### src/rtl/dscan_pkg.sv
package dscan_pkg;

  // Width of a position index able to address n digits.
  function automatic int unsigned pos_width(input int unsigned n);
    return (n > 1) ? $clog2(n) : 1;
  endfunction

endpackage

### src/rtl/dscan_pos.sv
module dscan_pos #(
  parameter int unsigned N  = 3,
  parameter int unsigned IW = 2
) (
  input  logic          clk,
  input  logic          rst,
  input  logic          tick,
  output logic [IW-1:0] pos_o,
  output logic          run_o
);

  localparam logic [IW-1:0] LAST = IW'(N - 1);

  logic [IW-1:0] pos_q;
  logic          run_q;

  // Reset parks on digit 0 and stops scanning; the first edge after
  // release only arms the scanner, later ticks rotate the position.
  always_ff @(posedge clk or posedge rst) begin
    if (rst) begin
      pos_q <= '0;
      run_q <= 1'b0;
    end else if (!run_q) begin
      run_q <= 1'b1;
    end else if (tick) begin
      pos_q <= (pos_q == LAST) ? '0 : pos_q + IW'(1);
    end
  end

  assign pos_o = pos_q;
  assign run_o = run_q;

endmodule

### src/rtl/dscan_sel.sv
module dscan_sel #(
  parameter int unsigned N  = 3,
  parameter int unsigned IW = 2
) (
  input  logic [IW-1:0] pos_i,
  input  logic          run_i,
  output logic [N-1:0]  sel_n_o
);

  for (genvar g = 0; g < N; g++) begin : g_line
    assign sel_n_o[g] = !(run_i && (pos_i == IW'(g)));
  end

endmodule

### src/rtl/dscan_mux.sv
module dscan_mux #(
  parameter int unsigned N  = 3,
  parameter int unsigned W  = 4,
  parameter int unsigned IW = 2
) (
  input  logic [N*W-1:0] digits_i,
  input  logic [IW-1:0]  pos_i,
  output logic [W-1:0]   bus_o
);

  logic [W-1:0] slot [N];

  for (genvar g = 0; g < N; g++) begin : g_slot
    assign slot[g] = digits_i[g*W +: W];
  end

  always_comb begin
    bus_o = '0;
    for (int i = 0; i < N; i++) begin
      if (pos_i == IW'(i)) bus_o = slot[i];
    end
  end

endmodule

### src/rtl/digit_scan_mux.sv
module digit_scan_mux #(
  parameter int unsigned N = 3,
  parameter int unsigned W = 4
) (
  input  logic           clk,
  input  logic           rst,
  input  logic           scan_tick,
  input  logic [N*W-1:0] digits_in,
  output logic [W-1:0]   bcd_out,
  output logic [N-1:0]   dsel_n
);

  localparam int unsigned IW = dscan_pkg::pos_width(N);

  logic [IW-1:0] pos;
  logic          run;

  dscan_pos #(.N(N), .IW(IW)) u_pos (
    .clk   (clk),
    .rst   (rst),
    .tick  (scan_tick),
    .pos_o (pos),
    .run_o (run)
  );

  dscan_sel #(.N(N), .IW(IW)) u_sel (
    .pos_i   (pos),
    .run_i   (run),
    .sel_n_o (dsel_n)
  );

  dscan_mux #(.N(N), .W(W), .IW(IW)) u_mux (
    .digits_i (digits_in),
    .pos_i    (pos),
    .bus_o    (bcd_out)
  );

endmodule

### config.mk
export PLATFORM = sky130hd
export DESIGN_NAME = digit_scan_mux
export DESIGN_NICKNAME = d
export VERILOG_FILES = /design/src/rtl/dscan_pkg.sv /design/src/rtl/dscan_pos.sv /design/src/rtl/dscan_sel.sv /design/src/rtl/dscan_mux.sv /design/src/rtl/digit_scan_mux.sv
export SDC_FILE = /design/constraint.sdc
export NUM_CORES = 1
export LEC_CHECK = 0
export ABC_AREA = 1
export BUFFER_PORTS_ARGS = -buffer_cell sky130_fd_sc_hd__buf_2
export CORE_AREA = 8 8 45 47
export CTS_BUF_LIST = sky130_fd_sc_hd__clkbuf_2
export CTS_CLUSTER_DIAMETER = 200
export DETAILED_ROUTE_END_ITERATION = 16
export DIE_AREA = 0 0 53 55
export PLACE_DENSITY = 0.44
export SYNTH_ARGS = -nofsm -noshare
export SYNTH_HDL_FRONTEND = slang
export SYNTH_SLANG_ARGS = --single-unit
### constraint.sdc
create_clock -name clk -period 2.3 [get_ports clk]
set_input_delay 0.69 -clock clk [delete_from_list [all_inputs] [get_ports clk]]
set_output_delay 0.69 -clock clk [all_outputs]
set_load 0.01 [all_outputs]
==> out/results.ini, run 1 <==
[outcome]
status=finished, final reports clean

[clock_network]
cts_buffers=3
post-cts-setup-buffers=0
cts_max_path_buffers=2
clk_pin_slew_ns=0.04
htree_num_levels=1
cts.sink_count=3
root_buffer=clkbuf_2
ctsHoldBuffers=0
cts_tree=built
post_cts_resized=0
clock_latency_ns=0.21

[die]
fp.dieW_um=53
die_h_um=55
row_count=14
dieArea_um2=2920
start_util_pct=19.2
pin_count=22
coreArea_um2=1380

[worst_setup_path]
r2r-start=u_pos.pos_o[0]
reg2reg_to=u_pos.pos_o[0]
cp_common_cell=nand3_1
max_stage_delay_ns=0.66
cp_top_family=flip-flops
path_class=reg2out
critPathCaptureType=primary output
crit_path_start_kind=register
worstPathCellList=inv_6 > nand3_1 > nand3_1 > buf_2
worstPathRequired_ns=1.61
r2r_slack_ns=1.31
arrival_ns=1.27
crit_fanout=9
crit_buf_inv=2
slowest_stage=dfrtp_1
r2r_cells=3

[power]
power_frac_comb_pct=50.1
p_sw_uw=190
power_frac_seq_pct=30.6
power_leakage_uw=0.000212
p_int_uw=200
power_frac_clock_pct=19.3
p_sw_share_pct=48.6
ir_drop_uv=445
power_density_nw_per_um2=1010

[global_route]
grt_max_degree=10
antenna_found_initial=0
track_usage_pct=6.84
grt_pass1_vias=347
grt_pass1_wl_um=1390
grt-ovfl-total=0

[drt]
drc=0
wl_um=867
wl_per_cell_um=11.6
drt-initial-drc-count=7
dr.pass1.iters=3
vias=316
via_per_inst=4.21
ant_nets=0

[placement]
pre_cts_ws_ns=0.525
gp_congestion=0.677
dp.cells=71
dpl_cell_area_um2=368
numPortBuffers=21

[finish]
finalNetCount=75
stdcell_area_um2=388
finalNonFillerCells=75
syn2layout_area_growth_pct=46.2
antenna_cells=0
drive_gt1_share_pct=50.8

[timing]
max_slew_margin_pct=65.0
maxSlewViolCount=0
fin_setup_tns_ns=0
hold_viol=0
max_freq_ghz=0.511
setup_violations=0
worst_pin_slew_ns=0.525
layout_min_cycle_time_ns=1.96
rsz0062_at_grt=false
setup_ws_ns=0.343
skew_ns=0.000344
holdWs_ns=0.338
period_share_pct=85.1

[yosys]
syn_avg_cell_area_um2=7.37
syn-instance-count=36
synth-seq-cells=3
synth_nets=51
netlist_area_um2=265
seq_area_frac_synth_pct=28.3
synthDistinctLibCells=10
yosys_warnings=0

[job]
drv_cap=0

[hold_path]
hold_path.class=in2async

==> metal layers <==
metal  part of all wire (%)  GRT usage [%]  up-vias  routed length (um)
met2                     49           8.98       11                 425
met4                      0           6.47        0                   0
met5                      0              0        -                   0
met1                     44           6.86      140                 378
met3                    7.2           5.08        0                  62
li1                       -              -      165                   -
==> power by group through the flow <==
stage | clock (uW) | sequential [uW] | combinational [uW]
after global routing | 84.8 | 121 | 223
final | 75.2 | 119 | 195
after detailed placement | 0 | 121 | 200
after global placement | 0 | 122 | 201
after CTS | 80.0 | 120 | 201
after floorplan | 0 | 71.5 | 196
==> state kept, by name, indices dropped and copies added (netlist names) <==
register / flops
u_pos.run_o: 1
u_pos.pos_o: 2
==> cell type report <==
type | instances | area, um^2
clock buffers | 4 | 20.0
fillers | 176 | 996
inverters | 3 | 21.3
multi-input cells | 28 | 146
flip-flops and latches | 3 | 75.1
well taps | 16 | 20.0
repair buffers | 21 | 105
==> cells by family (layout without fill, tap and decap cells) <==
logic type	Yosys count	after routing	share of synthesized area, %
AND/OR/NAND/NOR	25	25	50.0
buffers and inverters	5	28	16.5
other	1	1	1.41
flip-flops	3	3	28.3
AO/OA/AOI/OAI	2	2	3.77
==> worst max-delay path by stage <==
stage / startpoint / to / depth (start not counted) / slack, ns
6_report: u_pos.pos_o[0] / bcd_out[2] / 4 / 0.34
2_1_floorplan: digits_in[8] / bcd_out[0] / 2 / 0.74
3_5_place_dp: digits_in[10] / bcd_out[2] / 4 / 0.53
4_1_cts: u_pos.pos_o[0] / bcd_out[2] / 4 / 0.32
5_1_grt: u_pos.pos_o[0] / bcd_out[2] / 4 / 0.25
3_3_place_gp: digits_in[6] / bcd_out[2] / 4 / 0.53
==> layout by cell type, fill, tap and decap left out <==
| master | netlist | routed |
|---|---|---|
| buf_2 | 0 | 21 |
| clkbuf_2 | 0 | 4 |
| conb_1 | 1 | 1 |
| dfrtp_1 | 3 | 3 |
| inv_1 | 1 | 1 |
| inv_6 | 2 | 2 |
| nand2_1 | 8 | 8 |
| nand2_2 | 2 | 2 |
| nand3_1 | 14 | 14 |
| nor2_8 | 1 | 1 |
| o21ai_1 | 2 | 2 |
==> per-stage QoR <==
| step | total power (uW) | util, % |
|---|---|---|
| final | 390 | 28.0 |
| after global routing | 429 | 28.0 |
| after CTS | 401 | 28.0 |
| after detailed placement | 321 | 26.6 |
| after global placement | 323 | 26.6 |
| after floorplan | 268 | - |
==> synthesized netlist by cell type <==
cell	instances	area, um^2
o21ai_1	2	10.0
conb_1	1	3.75
inv_1	1	3.75
inv_6	2	17.5
nor2_8	1	20.0
nand2_2	2	12.5
nand3_1	14	70.1
buf_6	2	22.5
nand2_1	8	30.0
dfrtp_1	3	75.1
No activity file was read; power rests on OpenSTA's default activity.
==> run 2: changes to the inputs <==
--- a/config.mk
+++ b/config.mk
@@ -7,12 +7,14 @@
 export LEC_CHECK = 0
 export ABC_AREA = 1
 export BUFFER_PORTS_ARGS = -buffer_cell sky130_fd_sc_hd__buf_2
-export CORE_AREA = 8 8 45 47
+export CELL_PAD_IN_SITES_DETAIL_PLACEMENT = 1
+export CELL_PAD_IN_SITES_GLOBAL_PLACEMENT = 2
+export CORE_MARGIN = 8
+export CORE_UTILIZATION = 19
 export CTS_BUF_LIST = sky130_fd_sc_hd__clkbuf_2
 export CTS_CLUSTER_DIAMETER = 200
 export DETAILED_ROUTE_END_ITERATION = 16
-export DIE_AREA = 0 0 53 55
-export PLACE_DENSITY = 0.44
+export PLACE_DENSITY = 0.79
 export SYNTH_ARGS = -nofsm -noshare
 export SYNTH_HDL_FRONTEND = slang
 export SYNTH_SLANG_ARGS = --single-unit
==> run 2 against run 1 <==
Die area fell by 2.3%; clock skew rose by 0.0056 ns; non-clock buffer count did not move; fmax rose by 0.80%; global-route usage rose by 0.14 points; utilization rose by 1.7 points; via count rose by 1.9%; routed wire length rose by 1.5%.
==> out/results.ini, run 2 (synthesis results as in run 1) <==
[outcome]
status=finished, final reports clean

[worst_setup_path]
crit_fanout=9
critPathCaptureType=primary output
arrival_ns=1.25
r2r_cells=3
cp_num_cells=4
r2r_slack_ns=1.31
reg2reg_to=u_pos.pos_o[0]
worstPathCellList=inv_6 > nand3_1 > nand3_1 > buf_2
crit_path_start_kind=register
worstSetupStartpoint=u_pos.pos_o[0]
crit_buf_inv=2
path_class=reg2out
max_stage_delay_ns=0.66
worstPathRequired_ns=1.61
endpoint=bcd_out[3]
r2r-start=u_pos.pos_o[0]
cp_common_cell=nand3_1
slowest_stage=dfrtp_1
cp_top_family=flip-flops

[placement]
dp_hpwl_um=719
numPortBuffers=21
gp_congestion=0.695
dp.cells=70

[finish]
finalNetCount=75
syn2layout_area_growth_pct=45.8
finalNonFillerCells=74
largest_reg_flops=2
antenna_cells=0
drive_gt1_share_pct=50.8
final_common_cell=buf_2
final_cell_mix=buf_2 (21), nand3_1 (14), nand2_1 (8), clkbuf_2 (4), dfrtp_1 (3)

[timing]
maxSlewViolCount=0
layout_min_cycle_time_ns=1.94
max_freq_ghz=0.515
hold_viol=0
setup_violations=0
max_slew_margin_pct=65.0
worst_pin_slew_ns=0.526
period_share_pct=84.4
skew_ns=0.00592
fin_setup_tns_ns=0
rsz0062_at_grt=false

[global_route]
grt-ovfl-total=0
track_usage_pct=6.98
antenna_found_initial=0
grt_pass1_vias=323
grt_pass1_wl_um=1410
grt_max_degree=10

[clock_network]
cts.sink_count=3
post-cts-setup-buffers=0
cts_max_path_buffers=2
clock_latency_ns=0.20
ctsHoldBuffers=0
htree_num_levels=1
cts_tree=built
root_buffer=clkbuf_2
clk_pin_slew_ns=0.04
cts_buffers=3
post_cts_resized=0

[power]
power_density_nw_per_um2=1010
power_leakage_uw=0.000212
ir_drop_uv=429

[die]
dieArea_um2=2850
row_count=13
die_h_um=53.4
fp.dieW_um=53.4
start_util_pct=20.4
coreArea_um2=1300
pin_count=22

[job]
drv_cap=0

[drt]
ant_nets=0
wl_um=880
via_per_inst=4.35
wl_per_cell_um=11.9
dr.pass1.iters=2
drc=0
drt-initial-drc-count=2
vias=322

[hold_path]
hold_path.class=in2async

-- run 2: cell counts in the layout (fill, tap and decap cells not counted) --
Identical to the previous run, type by type.
-- run 2: worst min-delay path by stage --
stage,to,cells after the start,from
2_1_floorplan,u_pos.pos_o[0],1,rst
3_3_place_gp,u_pos.pos_o[0],2,rst
3_5_place_dp,u_pos.pos_o[0],2,rst
4_1_cts,u_pos.pos_o[0],2,rst
5_1_grt,u_pos.pos_o[0],2,rst
6_report,u_pos.pos_o[0],2,rst
-- run 2: worst register-to-register path, delay by kind of cell, from the launching register on --
family,cells,cell delay [ns]
flops,1,0.66
buf+inv,1,0.08
simple gates,1,0.08
compound gates,1,0.05
-- run 2: final cells by class --
type / instances / area, um^2
multi-input combinational: 28 / 146
sequential: 3 / 75.1
inverter: 3 / 21.3
tap: 15 / 18.8
fill: 180 / 915
timing repair buffer: 21 / 105
clock buffer: 4 / 20.0
-- run 2: per-stage QoR --
stage / worst slack [ns] / cell area, um^2 / hold WS, ns / power (uW) / utilization [%]
finish: 0.358 / 387 / 0.347 / 389 / 29.7
global route: 0.202 / 387 / 0.333 / 429 / 29.7
detailed placement: 0.528 / 367 / 0.563 / 324 / 28.2
global placement: 0.526 / 367 / 0.562 / 324 / 28.2
floorplan: 0.737 / 265 / 0.444 / 268 / -
CTS: 0.329 / 387 / 0.336 / 399 / 29.7
-- run 2: metal layers --
layer | wire [um] | vias to the layer above | global-route usage [%]
met2 | 385 | 14 | 9.18
met1 | 386 | 136 | 8.01
met3 | 88 | 2 | 4.20
met5 | 0 | - | 0
met4 | 19 | 0 | 5.04
li1 | - | 170 | -
-- run 2: where the power goes --
group | switching (uW) | total (uW) | leakage (uW) | internal [uW]
combinational | 107 | 197 | 0.000158 | 89.7
sequential | 55.2 | 120 | 0.0000370 | 64.9
clock | 25.8 | 71.7 | 0.0000166 | 45.8
total | 188 | 389 | 0.000212 | 200
==> run 3: changes to the inputs <==
--- a/config.mk
+++ b/config.mk
@@ -10,11 +10,11 @@
 export CELL_PAD_IN_SITES_DETAIL_PLACEMENT = 1
 export CELL_PAD_IN_SITES_GLOBAL_PLACEMENT = 2
 export CORE_MARGIN = 8
-export CORE_UTILIZATION = 19
+export CORE_UTILIZATION = 17
 export CTS_BUF_LIST = sky130_fd_sc_hd__clkbuf_2
 export CTS_CLUSTER_DIAMETER = 200
 export DETAILED_ROUTE_END_ITERATION = 16
-export PLACE_DENSITY = 0.79
+export PLACE_DENSITY = 0.72
 export SYNTH_ARGS = -nofsm -noshare
 export SYNTH_HDL_FRONTEND = slang
 export SYNTH_SLANG_ARGS = --single-unit
==> constraint.sdc (replaced) <==
create_clock -name clk -period 2 [get_ports clk]
set_input_delay 0.6 -clock clk [delete_from_list [all_inputs] [get_ports clk]]
set_output_delay 0.6 -clock clk [all_outputs]
set_load 0.01 [all_outputs]
==> run 3 against run 2 <==
Cell count increased by 1.4%; clock-buffer cell count is the same; routed wire length increased by 4.7%; utilization decreased by 3.7 points; die area grew 8.2%; final area rose by 0.32%; sequential power increased by 15%; clock power grew 22%; clock skew fell by 0.0046 ns; setup slack got worse by 0.21 ns; global-route usage fell by 0.31 points; flip-flop and latch count is the same.
==> out/results.ini, run 3 (synthesis results as in run 1) <==
[clock_network]
cts_buffers=3
post_cts_resized=0
cts_tree=built
htree_num_levels=1
clk_pin_slew_ns=0.04
post-cts-setup-buffers=0
cts.sink_count=3
cts_max_path_buffers=2
clock_latency_ns=0.21
root_buffer=clkbuf_2
ctsHoldBuffers=0

[die]
fp.dieW_um=55.5
die_h_um=55.5
row_count=14
coreArea_um2=1490
pin_count=22
start_util_pct=17.8
dieArea_um2=3080

[drt]
via_per_inst=4.41
dr.pass1.iters=3
wl_um=921
wl_per_cell_um=12.3
ant_nets=0
drc=0
drt-initial-drc-count=2
vias=331

[finish]
stdcell_area_um2=388
antenna_cells=0
largest_reg_flops=2
syn2layout_area_growth_pct=46.2
drive_gt1_share_pct=50.8
fill_cells=202
finalNetCount=75
final_common_cell=buf_2
final_cell_mix=buf_2 (21), nand3_1 (14), nand2_1 (8), clkbuf_2 (4), dfrtp_1 (3)
post-route-util_pct=26.1

[placement]
pre_cts_ws_ns=0.363
numPortBuffers=21
dp_hpwl_um=755
gp_congestion=0.733
dpl_cell_area_um2=368

[worst_setup_path]
arrival_ns=1.25
slowest_stage=dfrtp_1
critPathCaptureType=primary output
cp_top_family=flip-flops
path_class=reg2out
crit_path_start_kind=register
worstPathRequired_ns=1.40
crit_fanout=8
max_stage_delay_ns=0.65
worstPathCellList=inv_6 > nand3_1 > nand3_1 > buf_2
crit_buf_inv=2
cp_common_cell=nand3_1

[timing]
holdWs_ns=0.244
worst_pin_slew_ns=0.509
max_slew_margin_pct=66.1
rsz0062_at_grt=false
setup_ws_ns=0.147
max_freq_ghz=0.540
layout_min_cycle_time_ns=1.85
setup_violations=0
fin_setup_tns_ns=0
hold_viol=0
skew_ns=0.00136
maxSlewViolCount=0
period_share_pct=92.6

[global_route]
grt_pass1_vias=379
grt_pass1_wl_um=1620
grt-ovfl-total=0
antenna_found_initial=0
grt_max_degree=10
track_usage_pct=6.66

[power]
power_density_nw_per_um2=1160
ir_drop_uv=336
power_leakage_uw=0.000212

[hold_path]
hold_path.class=in2async

[job]
drv_cap=0

[outcome]
status=finished, final reports clean

==> run 3: cell counts in the layout (fill, tap and decap cells not counted) <==
Identical to the previous run, type by type.
==> run 3: worst reg2reg max path, cell delays in order (launching register included) <==
cell and delay, ns:
dfrtp_1 0.65, inv_6 0.08, nand2_2 0.08, o21ai_1 0.06
==> run 3: per-stage QoR <==
stage	std cells	total power [uW]
4_1_cts	75	466
3_5_place_dp	71	373
6_report	75	451
5_1_grt	75	501
2_1_floorplan	36	308
3_3_place_gp	71	370
==> run 3: path summary, 6_finish.rpt <==
path,from,end,slack [ns],cells after the start
setup / recovery,u_pos.pos_o[1],bcd_out[3],0.15,4
hold / removal,rst,u_pos.run_o,0.24,2
setup reg to reg,u_pos.pos_o[0],u_pos.pos_o[0],1.01,3
hold reg to reg,u_pos.run_o,u_pos.pos_o[1],0.66,2
max in group asynchronous,rst,u_pos.pos_o[0],1.63,2
min in group clk,u_pos.run_o,u_pos.pos_o[1],0.66,2
==> run 3: where the power goes <==
part           internal, uW  switching (uW)
Clock                  52.7            34.5
Combinational           103             123
Sequential             74.6            63.2
==> run 3: metal layers <==
metal | GRT usage [%] | routed length, um | vias to the layer above
li1 | - | - | 169
met1 | 6.46 | 354 | 143
met2 | 9.62 | 431 | 15
met3 | 2.51 | 89 | 4
met4 | 8.45 | 46 | 0
met5 | 0 | 0 | -
==> run 3: area by class of cell <==
type | count | area, um^2 | share of cell area (%)
clock buffers | 4 | 20.0 | 5.16
inverters | 3 | 21.3 | 5.48
multi-input cells | 28 | 146 | 37.7
flip-flops and latches | 3 | 75.1 | 19.4
well taps | 16 | 20.0 | 5.16
repair buffers | 21 | 105 | 27.1
